[config.mk]
export PLATFORM = sky130hd
export DESIGN_NAME = lpm_ctrl
export DESIGN_NICKNAME = d
export VERILOG_FILES = /design/src/rtl/lpm_pkg.sv /design/src/rtl/lpm_req_latch.sv /design/src/rtl/lpm_wake_qual.sv /design/src/rtl/lpm_stab_cnt.sv /design/src/rtl/lpm_ctrl.sv
export SDC_FILE = /design/constraint.sdc
export NUM_CORES = 1
export LEC_CHECK = 0
export BUFFER_PORTS_ARGS = -buffer_cell sky130_fd_sc_hd__clkbuf_2
export CAP_MARGIN = 25
export CORE_MARGIN = 2
export CORE_UTILIZATION = 50
export CTS_CLUSTER_SIZE = 30
export DETAILED_ROUTE_END_ITERATION = 6
export GPL_TIMING_DRIVEN = 0
export PLACE_DENSITY = 0.83
export SETUP_SLACK_MARGIN = 0.05
export SLEW_MARGIN = 30
export SYNTH_ARGS = -nofsm -noshare
export SYNTH_HDL_FRONTEND = slang
export SYNTH_SLANG_ARGS = --single-unit
[constraint.sdc]
create_clock -name clk -period 5.6 [get_ports clk]
set_clock_uncertainty 0.2 [all_clocks]
set_input_delay 0.56 -clock clk [delete_from_list [all_inputs] [get_ports clk]]
set_output_delay 0.56 -clock clk [all_outputs]
set_load 0.03 [all_outputs]
[src/rtl/lpm_pkg.sv]
package lpm_pkg;
  typedef enum logic [1:0] {
    ST_RUN     = 2'd0,
    ST_IDLE    = 2'd1,
    ST_PD_OFF  = 2'd2,
    ST_PD_WARM = 2'd3
  } lpm_state_e;

  localparam int CTL_W        = 3;
  localparam int CTL_IDLE_BIT = 0;
  localparam int CTL_PD_BIT   = 1;
  localparam int CTL_POF_BIT  = 2;

  localparam logic [1:0] MODE_RUN  = 2'd0;
  localparam logic [1:0] MODE_IDLE = 2'd1;
  localparam logic [1:0] MODE_PD   = 2'd2;
endpackage

[src/rtl/lpm_req_latch.sv]
module lpm_req_latch
  import lpm_pkg::*;
(
  input  logic             clk,
  input  logic             rst_n,
  input  logic             capture,
  input  logic             ctl_we,
  input  logic [CTL_W-1:0] ctl_wdata,
  input  logic             clear,
  output logic             want_idle,
  output logic             want_pd
);
  logic pend_idle, pend_pd;
  logic wr_idle, wr_pd;

  assign wr_idle = capture & ctl_we & ctl_wdata[CTL_IDLE_BIT];
  assign wr_pd   = capture & ctl_we & ctl_wdata[CTL_PD_BIT];

  always_ff @(posedge clk or negedge rst_n) begin
    if (!rst_n) begin
      pend_idle <= 1'b0;
      pend_pd   <= 1'b0;
    end else if (clear) begin
      pend_idle <= 1'b0;
      pend_pd   <= 1'b0;
    end else begin
      pend_idle <= pend_idle | wr_idle;
      pend_pd   <= pend_pd | wr_pd;
    end
  end

  assign want_idle = pend_idle | wr_idle;
  assign want_pd   = pend_pd | wr_pd;
endmodule

[src/rtl/lpm_wake_qual.sv]
module lpm_wake_qual #(
  parameter int NUM_EXT = 2
) (
  input  logic [NUM_EXT-1:0] ext_int_n,
  input  logic [NUM_EXT-1:0] ext_en,
  input  logic [NUM_EXT-1:0] ext_level,
  output logic               wake_lo
);
  logic [NUM_EXT-1:0] hit;

  for (genvar g = 0; g < NUM_EXT; g++) begin : g_pin
    assign hit[g] = ~ext_int_n[g] & ext_en[g] & ext_level[g];
  end

  assign wake_lo = |hit;
endmodule

[src/rtl/lpm_stab_cnt.sv]
module lpm_stab_cnt #(
  parameter int CNT_W = 8
) (
  input  logic             clk,
  input  logic             rst_n,
  input  logic             clr,
  input  logic [CNT_W-1:0] limit,
  output logic             done
);
  logic [CNT_W-1:0] cnt;

  assign done = (cnt >= limit);

  always_ff @(posedge clk or negedge rst_n) begin
    if (!rst_n)     cnt <= '0;
    else if (clr)   cnt <= '0;
    else if (!done) cnt <= cnt + 1'b1;
  end
endmodule

[src/rtl/lpm_ctrl.sv]
module lpm_ctrl
  import lpm_pkg::*;
#(
  parameter int NUM_IRQ = 4,
  parameter int NUM_EXT = 2,
  parameter int CNT_W   = 8
) (
  input  logic               clk,
  input  logic               por_n,
  input  logic               rst_n,
  input  logic               ctl_we,
  input  logic [CTL_W-1:0]   ctl_wdata,
  input  logic               instr_done,
  input  logic [NUM_IRQ-1:0] irq_req,
  input  logic [NUM_IRQ-1:0] irq_en,
  input  logic [NUM_EXT-1:0] ext_int_n,
  input  logic [NUM_EXT-1:0] ext_en,
  input  logic [NUM_EXT-1:0] ext_level,
  input  logic [CNT_W-1:0]   stab_limit,
  input  logic               ext_prog,
  output logic [1:0]         mode_o,
  output logic               cpu_clk_en,
  output logic               osc_en,
  output logic               strobe_hold,
  output logic               strobe_lvl,
  output logic               p0_float,
  output logic               p2_addr,
  output logic               wake_irq,
  output logic               pof
);
  lpm_state_e state, state_nx;
  logic       sys_rst_n;
  logic       want_idle, want_pd, enter;
  logic       wake_lo, settled, irq_hit, wake_nx;

  assign sys_rst_n = rst_n & por_n;
  assign irq_hit   = |(irq_req & irq_en);
  assign enter     = (state == ST_RUN) & instr_done & (want_idle | want_pd);

  lpm_req_latch u_req (
    .clk       (clk),
    .rst_n     (sys_rst_n),
    .capture   (state == ST_RUN),
    .ctl_we    (ctl_we),
    .ctl_wdata (ctl_wdata),
    .clear     (enter),
    .want_idle (want_idle),
    .want_pd   (want_pd)
  );

  lpm_wake_qual #(.NUM_EXT(NUM_EXT)) u_qual (
    .ext_int_n (ext_int_n),
    .ext_en    (ext_en),
    .ext_level (ext_level),
    .wake_lo   (wake_lo)
  );

  lpm_stab_cnt #(.CNT_W(CNT_W)) u_stab (
    .clk   (clk),
    .rst_n (sys_rst_n),
    .clr   (state != ST_PD_WARM),
    .limit (stab_limit),
    .done  (settled)
  );

  always_comb begin
    state_nx = state;
    wake_nx  = 1'b0;
    unique case (state)
      ST_RUN:     if (enter) state_nx = want_pd ? ST_PD_OFF : ST_IDLE;
      ST_IDLE:    if (irq_hit) begin
                    state_nx = ST_RUN;
                    wake_nx  = 1'b1;
                  end
      ST_PD_OFF:  if (wake_lo) state_nx = ST_PD_WARM;
      ST_PD_WARM: if (settled && !wake_lo) begin
                    state_nx = ST_RUN;
                    wake_nx  = 1'b1;
                  end
      default:    state_nx = ST_RUN;
    endcase
  end

  always_ff @(posedge clk or negedge sys_rst_n) begin
    if (!sys_rst_n) begin
      state    <= ST_RUN;
      wake_irq <= 1'b0;
    end else begin
      state    <= state_nx;
      wake_irq <= wake_nx;
    end
  end

  always_ff @(posedge clk or negedge por_n) begin
    if (!por_n)      pof <= 1'b1;
    else if (ctl_we) pof <= ctl_wdata[CTL_POF_BIT];
  end

  always_comb begin
    unique case (state)
      ST_RUN:  mode_o = MODE_RUN;
      ST_IDLE: mode_o = MODE_IDLE;
      default: mode_o = MODE_PD;
    endcase
  end

  assign cpu_clk_en  = (state == ST_RUN);
  assign osc_en      = (state != ST_PD_OFF);
  assign strobe_hold = (state != ST_RUN);
  assign strobe_lvl  = (state == ST_IDLE);
  assign p0_float    = ext_prog & (state != ST_RUN);
  assign p2_addr     = ext_prog & (state == ST_IDLE);
endmodule

### Word-level counts from Yosys, hierarchy flattened

Index checks and enable logic that the tools add are counted.

* register bits: 14

* $add $sub $neg: 1
* order comparisons: 1
* equality and inequality tests: 10
* mux-type cells: 14
* bitwise operators: 18
* reductions and logical operators: 7

Operator list (number)
* $mux 8: 2
* $and 1x1->1: 12
* $mux 2: 5
* $ne 2x2->1 const B: 5
* $add 8x1->8 const B: 1
* $ge 8x8->1: 1
* $pmux 2 s4: 1
* $and 4x4->4: 1
* $eq 2x2->1 const B: 2
* $mux 1: 4
* $ne 2x1->1 const B: 2
* $pmux 2 s2: 1
* $reduce_and 4->1: 1
* $reduce_or 4->1: 1
* $or 1x1->1: 3
* $eq 2x1->1 const B: 1
* $logic_not 2->1: 1
* $not 1->1: 2
* $pmux 1 s2: 1
* $reduce_bool 2->1: 1
* $reduce_or 2->1: 1
* $logic_and 1x1->1: 1
* $logic_not 1->1: 1

### Logic depth before layout (Yosys ltp)

Gate-level depths: netlist of run 1.

* depth after elaboration: 8
* gate-level depth with buffers: 8
* mapped depth without buffers: 7

### Hierarchy

Synthesis of run 1 repeated with hierarchy kept, for this count alone.

* cells, all modules: 102
* area total of the unflattened synthesis: 965.9 µm²

Modules (own cells, without submodules)
* lpm_stab_cnt: instances 1, cells each 65, area an instance 589.3 µm²
* lpm_ctrl: instances 1, cells each 28, area an instance 261.5 µm²
* lpm_req_latch: instances 1, cells each 6, area an instance 95.1 µm²
* lpm_wake_qual: instances 1, cells each 3, area an instance 20.0 µm²

### Worst setup path before layout of run 1

OpenSTA, ideal clock, no wires.

* path type: input to register
* from: in stab_limit[0]
* to: reg u_stab.cnt[5]
* library setup time: 0.119 ns
* arrival time: 2.028 ns
* required time: 5.281 ns
* slack: 3.253 ns
* stages: 7
* path through: ha_1 -> nand2b_4 -> a2111oi_4 -> o31ai_2 -> buf_2 -> o31a_1 -> o21a_1

* word-level cells in the longest chain between the ends: 2

RTL lines
* start, declared: RTL line lpm_ctrl.sv:19 `input logic [CNT_W-1:0] stab_limit,`
* $ge 8x8->1: RTL line lpm_stab_cnt.sv:12 `assign done = (cnt >= limit);`
* $ne 2x1->1 (no source line)
* end signal, assigned: RTL line lpm_stab_cnt.sv:17 `else if (!done) cnt <= cnt + 1'b1;`
* end, declared: RTL line lpm_stab_cnt.sv:10 `logic [CNT_W-1:0] cnt;`

Every way passes these cells.
A chain may end at the register's enable or synchronous reset.

### Worst setup path after layout of run 1

* from: reg u_stab.cnt[0]
* to: reg u_stab.cnt[3]

* word-level cells in the longest chain between the ends: 3

RTL lines
* $add 8x1->8: RTL line lpm_stab_cnt.sv:17
* $mux 8: RTL line lpm_stab_cnt.sv:17
* $mux 8: RTL line lpm_stab_cnt.sv:16 `else if (clr) cnt <= '0;`

Parallel ways exist; a longest one is shown, timed or not. The select of a mux whose other input is x is not followed.

==> results.json, run 1 <==
{
  "synth_nets": 147,
  "worstPathCellList": "inv_1 -> ha_1 -> nand2b_4 -> a2111oi_4 -> o31ai_2 -> buf_2 -> or3_1 -> a21oi_1",
  "cp_top_family": "compound AO/OA/AOI/OAI gates",
  "maxCapViolations": 0,
  "drc": 0,
  "cts_sinks": 14,
  "dp_slack_ps": 3070,
  "fin_crit_ps": 2360,
  "outcome": "completed",
  "synth.avg_cell_area_um2": 8.98,
  "power_frac_clock": 0.134,
  "drt-total-wl_mm": 2.05,
  "final_cell_mix": "40 x clkbuf_2, 13 x dfrtp_1, 12 x a21oi_1",
  "clockRootBuffer": "clkbuf_4",
  "clkTransAtPathRegs_ps": 100,
  "initial_utilization": 0.545,
  "die_h_um": 47.8,
  "path_max_fanout": 10,
  "post_cts_buffers": 0,
  "timing.final.ws_setup_ps": 3240,
  "ctsHoldBuffers": 0,
  "setup_viol": 0,
  "async_flop_share": 1.00,
  "cts_tree": "yes",
  "grt-ovfl-total": 0,
  "synth_edf_count": 0,
  "hold_class": "primary input to asynchronous set/reset pin",
  "synthesis.instances": 107,
  "power_frac_seq": 0.343,
  "required_ps": 5590,
  "cts_buffers": 3,
  "hpwl_mm": 1.71,
  "maxSlewHeadroom": 0.616,
  "post-place-cells": 172,
  "ir_drop_mv": 0.237,
  "internal_power_w": 0.000252,
  "start_kind": "flip-flop",
  "fin_crit_sh": 0.422,
  "design_area_mm2": 0.00123,
  "ctsResizeCount": 0,
  "areaGrowthSynthToFinish_pct": 27.9,
  "final_cells": 177,
  "slew_viol_final": 0,
  "powerDensity_mw_per_mm2": 369,
  "final_common_cell": "clkbuf_2",
  "dieArea_mm2": 0.00229,
  "dpl_cell_area_mm2": 0.00119,
  "combPwrFrac": 0.523,
  "synth_top_area_cell": "dfrtp_1",
  "grt_use_total": 0.201,
  "finalNetCount": 193,
  "synth_top_area_frac": 0.339,
  "vias_per_cell": 5.37,
  "ioPinCount": 41,
  "grt_max_degree": 14,
  "ys.flop_type": "dfrtp_1",
  "drive_above_1_share": 0.342,
  "htree_levels": 1,
  "num_rows": 15,
  "ys_seq_elements": 14,
  "ys_top_cells_by_area": "dfrtp_1 34%, ha_1 12%, a21oi_1 6.3%",
  "n_antenna_cell": 0,
  "grt_pass1_wl_mm": 3.22,
  "drt_iter0_drc": 15,
  "coreArea_mm2": 0.00176,
  "p_sw_w": 0.000202,
  "finalPower_w": 0.000454,
  "clk-insertion-delay-late_ps": 290,
  "end_kind": "flip-flop",
  "ant_nets": 0,
  "yosysUniqueCellTypes": 36,
  "wire_per_inst_um": 11.6,
  "ys_warn_count": 0,
  "leakage_nw": 0.645,
  "final_hold_viol_count": 0,
  "rsz0062_at_grt": "no",
  "switching_share": 0.446,
  "worst_pin_slew_ps": 577,
  "ys_seq_area_frac": 0.366,
  "numPortBuffers": 40,
  "crit_slowest_cell": "dfrtp_1",
  "firstDrtPassIters": 4,
  "fmax_mhz": 423,
  "clockBufferDepth": 2,
  "die_w_um": 47.8,
  "syn_area_um2": 961,
  "grt_antenna_before_repair": 0,
  "grt_pass1_vias": 835,
  "dr_total_vias": 950,
  "path_class": "flip-flop to flip-flop",
  "cpPeakStageDelay_ps": 430,
  "tns_ps": 0,
  "worstPathArrival_ps": 2350,
  "place_congestion": 0.810,
  "path_buf_inv": 2
}
-- power groups by stage --
stage / registers [W] / logic, W / clock network (W)
global route: 0.000159 / 0.000265 / 0.0000662
floorplan: 0.000157 / 0.000176 / 0
global placement: 0.000155 / 0.000230 / 0
detailed placement: 0.000156 / 0.000239 / 0
CTS: 0.000155 / 0.000240 / 0.0000636
finish: 0.000156 / 0.000237 / 0.0000610
-- cell families after synthesis --
logic type                 count (synthesis)  share of synthesized area
muxes                                      1                     0.0117
xor gates and xnor gates                   1                    0.00912
and+or+nand+nor                           34                      0.182
DFF                                       14                      0.366
AOI/OAI and AO/OA                         34                      0.254
adders and majority gates                  9                      0.117
buffers and inverters                     14                     0.0599
-- routing by layer --
layer	vias to the layer above	wire length, um	GRT usage
met5	-	0	0
met4	0	25	0.0649
met3	4	102	0.0453
met2	28	1060	0.373
met1	443	853	0.223
li1	475	-	-
-- sequential cells by signal (all words and copies together), names as in the netlist --
| register | cells |
|---|---|
| u_req.pend_pd | 1 |
| state | 2 |
| pof | 1 |
| u_req.pend_idle | 1 |
| u_stab.cnt | 8 |
| wake_irq | 1 |
-- final timing paths --
path	startpoint	end	slack, ps	cells after the start
hold reg to reg	u_req.pend_pd	u_req.pend_pd	360	2
max in group asynchronous	por_n	u_stab.cnt[3]	4100	3
setup reg to reg	u_stab.cnt[0]	u_stab.cnt[3]	3240	8
min in group clk	instr_done	u_req.pend_pd	310	2
hold / removal	rst_n	u_stab.cnt[7]	150	2
setup / recovery	u_stab.cnt[0]	u_stab.cnt[3]	3240	8
-- cells in the mapped netlist, types with 2 or more instances --
cell and count:
nand3_1 3, a211oi_1 2, o21ai_0 3, a21oi_1 12, ha_1 9, nand2_1 11, nor2_1 7, a22oi_1 2
clkbuf_1 2, or3_1 3, and2_1 3, dfrtp_1 13, inv_1 10, a31oi_1 3, o21a_1 3
-- per-stage QoR --
stage,utilization,hold WS (ps)
6_report,0.696,150
3_3_place_gp,0.676,302
4_1_cts,0.691,3.04
2_1_floorplan,-,212
5_1_grt,0.696,206
3_5_place_dp,0.676,304
-- layout make-up --
class / instances / area, um2
Multi-Input combinational cell: 79 / 552
Fill cell: 167 / 536
Sequential cell: 14 / 352
Timing Repair Buffer: 41 / 210
Inverter: 10 / 37.5
Tap cell: 25 / 31.3
Clock buffer: 4 / 26.3
Buffer: 4 / 20.0
(Power assumes the default switching activity.)
==> inputs of run 2 (changes only) <==
--- a/config.mk
+++ b/config.mk
@@ -5,14 +5,16 @@
 export SDC_FILE = /design/constraint.sdc
 export NUM_CORES = 1
 export LEC_CHECK = 0
+export ABC_AREA = 1
 export BUFFER_PORTS_ARGS = -buffer_cell sky130_fd_sc_hd__clkbuf_2
 export CAP_MARGIN = 25
+export CORE_ASPECT_RATIO = 0.6
 export CORE_MARGIN = 2
-export CORE_UTILIZATION = 50
+export CORE_UTILIZATION = 44
 export CTS_CLUSTER_SIZE = 30
 export DETAILED_ROUTE_END_ITERATION = 6
 export GPL_TIMING_DRIVEN = 0
-export PLACE_DENSITY = 0.83
+export PLACE_DENSITY = 0.76
 export SETUP_SLACK_MARGIN = 0.05
 export SLEW_MARGIN = 30
 export SYNTH_ARGS = -nofsm -noshare
==> constraint.sdc (replaced) <==
create_clock -name clk -period 2 [get_ports clk]
set_clock_uncertainty 0.2 [all_clocks]
set_input_delay 0.2 -clock clk [delete_from_list [all_inputs] [get_ports clk]]
set_output_delay 0.2 -clock clk [all_outputs]
set_load 0.03 [all_outputs]
==> run 2 against run 1 <==
Sequential power increased to 2.6 times the previous value. Maximum frequency increased by 25%. Critical path depth increased by 2. Cell area increased by 20%. Combinational power increased to 3.3 times the previous value. Highest routed layer unchanged.
==> results.json, run 2 <==
{
  "outcome": "completed",
  "synth.avg_cell_area_um2": 6.99,
  "synth_most_common_cell": "nand2_1",
  "ys_seq_area_frac": 0.324,
  "fillers": 191,
  "initial_utilization": 0.483,
  "worst_pin_slew_ps": 533,
  "areaGrowthSynthToFinish_pct": 36.0,
  "grt_pass1_vias": 1079,
  "final_hold_viol_count": 0,
  "synth_edf_count": 0,
  "synth_top_area_cell": "dfrtp_1",
  "slew_viol_final": 0,
  "p_sw_w": 0.000651,
  "htree_levels": 1,
  "regMostFlops": "u_stab.cnt",
  "end_kind": "flip-flop",
  "largest_reg_flops": 8,
  "cts_tree": "yes",
  "drt_iter0_drc": 47,
  "cts_buffers": 3,
  "power_frac_seq": 0.277,
  "crit_slowest_cell": "dfrtp_1",
  "path_max_fanout": 10,
  "dp_slack_ps": 6.05,
  "final_common_cell": "clkbuf_2",
  "fin_util": 0.657,
  "grt_max_degree": 14,
  "setup_viol": 0,
  "clk-insertion-delay-late_ps": 250,
  "rsz0062_at_grt": "yes",
  "grt_antenna_before_repair": 0,
  "firstDrtPassIters": 4,
  "die_w_um": 68.1,
  "drt-total-wl_mm": 2.60,
  "maxCapViolations": 0,
  "syn_area_mm2": 0.00108,
  "maxSlewHeadroom": 0.644,
  "clockBufferDepth": 2,
  "drive_above_1_share": 0.327,
  "largestRegisters": "u_stab.cnt x8, state x2",
  "die_h_um": 42.4,
  "synth_commonest_cells": "39 x nand2_1, 31 x inv_1, 15 x nor2_1",
  "coreArea_mm2": 0.00224,
  "drc": 0,
  "fin_crit_sh": 0.942,
  "start_kind": "flip-flop",
  "worstPathArrival_ps": 1860,
  "path_class": "flip-flop to flip-flop",
  "combPwrFrac": 0.535,
  "switching_share": 0.449,
  "synth_nets": 195,
  "n_antenna_cell": 0,
  "cpPeakStageDelay_ps": 410,
  "place_congestion": 0.796,
  "leakage_nw": 0.818,
  "numPortBuffers": 40,
  "powerDensity_mw_per_mm2": 983,
  "ys_seq_elements": 14,
  "grt_use_total": 0.204,
  "worstPathCellList": "ha_1 -> nand2_1 -> inv_1 -> nor2_1 -> o21a_1 -> nand2_2 -> buf_6 -> o21ai_0 -> nand2_1 -> nor2_1",
  "final_cells": 235,
  "num_rows": 13,
  "timing.final.ws_setup_ps": 116,
  "dr_total_vias": 1115,
  "vias_per_cell": 4.74,
  "grt-ovfl-total": 0,
  "fin_crit_ps": 1880,
  "hpwl_mm": 2.14,
  "grt_pass1_wl_mm": 4.41,
  "hold_slack_ps": 12.8,
  "ant_nets": 0,
  "finalNetCount": 246,
  "power_frac_clock": 0.188,
  "wire_per_inst_um": 11.1,
  "dieArea_mm2": 0.00289,
  "ioPinCount": 41,
  "async_flop_share": 1.00,
  "ys_top_cells_by_area": "dfrtp_1 30%, nand2_1 14%, inv_1 11%",
  "cts_sinks": 14,
  "ys.flop_type": "dfrtp_1",
  "required_ps": 1980,
  "synthesis.instances": 155,
  "yosysUniqueCellTypes": 26,
  "clkTransAtPathRegs_ps": 60,
  "internal_power_w": 0.000797,
  "hold_class": "primary input to flip-flop",
  "post-place-cells": 225,
  "ir_drop_mv": 0.632,
  "final_cell_mix": "40 x clkbuf_2, 36 x nand2_1, 30 x inv_1",
  "synth_top_area_frac": 0.300,
  "ys_warn_count": 0,
  "clockRootBuffer": "clkbuf_8",
  "fmax_mhz": 531
}
run 2: stage by stage:
stage | TNS, ps | power (W) | cell area (um2)
4_1_cts | 0 | 0.00143 | 1420
2_1_floorplan | 0 | 0.000941 | 1080
5_1_grt | -26.9 | 0.00157 | 1470
6_report | 0 | 0.00145 | 1470
3_3_place_gp | 0 | 0.00111 | 1320
3_5_place_dp | 0 | 0.00114 | 1320
run 2: kinds of logic (layout without fill, tap and decap cells):
family	count (synthesis)	after routing	share of synthesized area
adder cells (fa/ha/maj)	9	9	0.104
flip-flops	14	14	0.324
XOR/XNOR	2	2	0.0162
AO/OA/AOI/OAI	18	18	0.100
multiplexers	1	1	0.0104
buffers and inverters	36	86	0.141
AND/OR/NAND/NOR	75	75	0.304
run 2: power by group through the flow:
stage | Clock, W | Sequential [W] | Combinational, W
floorplan | 0 | 0.000412 | 0.000529
finish | 0.000273 | 0.000401 | 0.000775
global placement | 0 | 0.000402 | 0.000709
detailed placement | 0 | 0.000406 | 0.000733
CTS | 0.000280 | 0.000399 | 0.000750
global route | 0.000296 | 0.000409 | 0.000862
run 2: path summary, 6_finish.rpt:
path / startpoint / to / slack (ps) / depth (start not counted)
max reg2reg: u_stab.cnt[7] / u_stab.cnt[2] / 120 / 10
max: u_stab.cnt[7] / u_stab.cnt[2] / 120 / 10
min reg2reg: u_req.pend_idle / u_req.pend_idle / 320 / 2
max in group asynchronous: por_n / state[1] / 860 / 4
min: ctl_wdata[0] / u_req.pend_idle / 10 / 3
min in group asynchronous: por_n / pof / 220 / 2
run 2: worst max-delay path: cells and delay by family (launching register included):
kind | cells | cell delay, ps
AO/OA/AOI/OAI | 2 | 280
buffers and inverters | 2 | 190
flip-flops | 1 | 410
AND/OR/NAND/NOR | 5 | 420
adder cells (fa/ha/maj) | 1 | 310
run 2: area by class of cell:
cell class              instances  area, um2  share of cell area
clock buffers                   4       55.1              0.0374
flip-flops and latches         14        353               0.239
repair buffers                 46        253               0.171
multi-input cells             105        619               0.420
well taps                      30       37.5              0.0255
inverters                      32        120              0.0815
plain buffers                   4       36.3              0.0246
run 2: layer usage:
metal	up-vias	part of all wire	GRT usage
li1	586	-	-
met1	487	0.45	0.243
met2	37	0.49	0.351
met3	5	0.058	0.0672
met4	0	0.0062	0.0480
met5	-	0	0
run 2: timing repair:
item                                    4_1_cts  5_1_grt
cloned                                        0        0
endpoints found under the setup margin        4       10
buffers inserted                              1        2
resized for setup                             4       11
hold endpoints to repair                     15        0
hold buffers                                  3        0
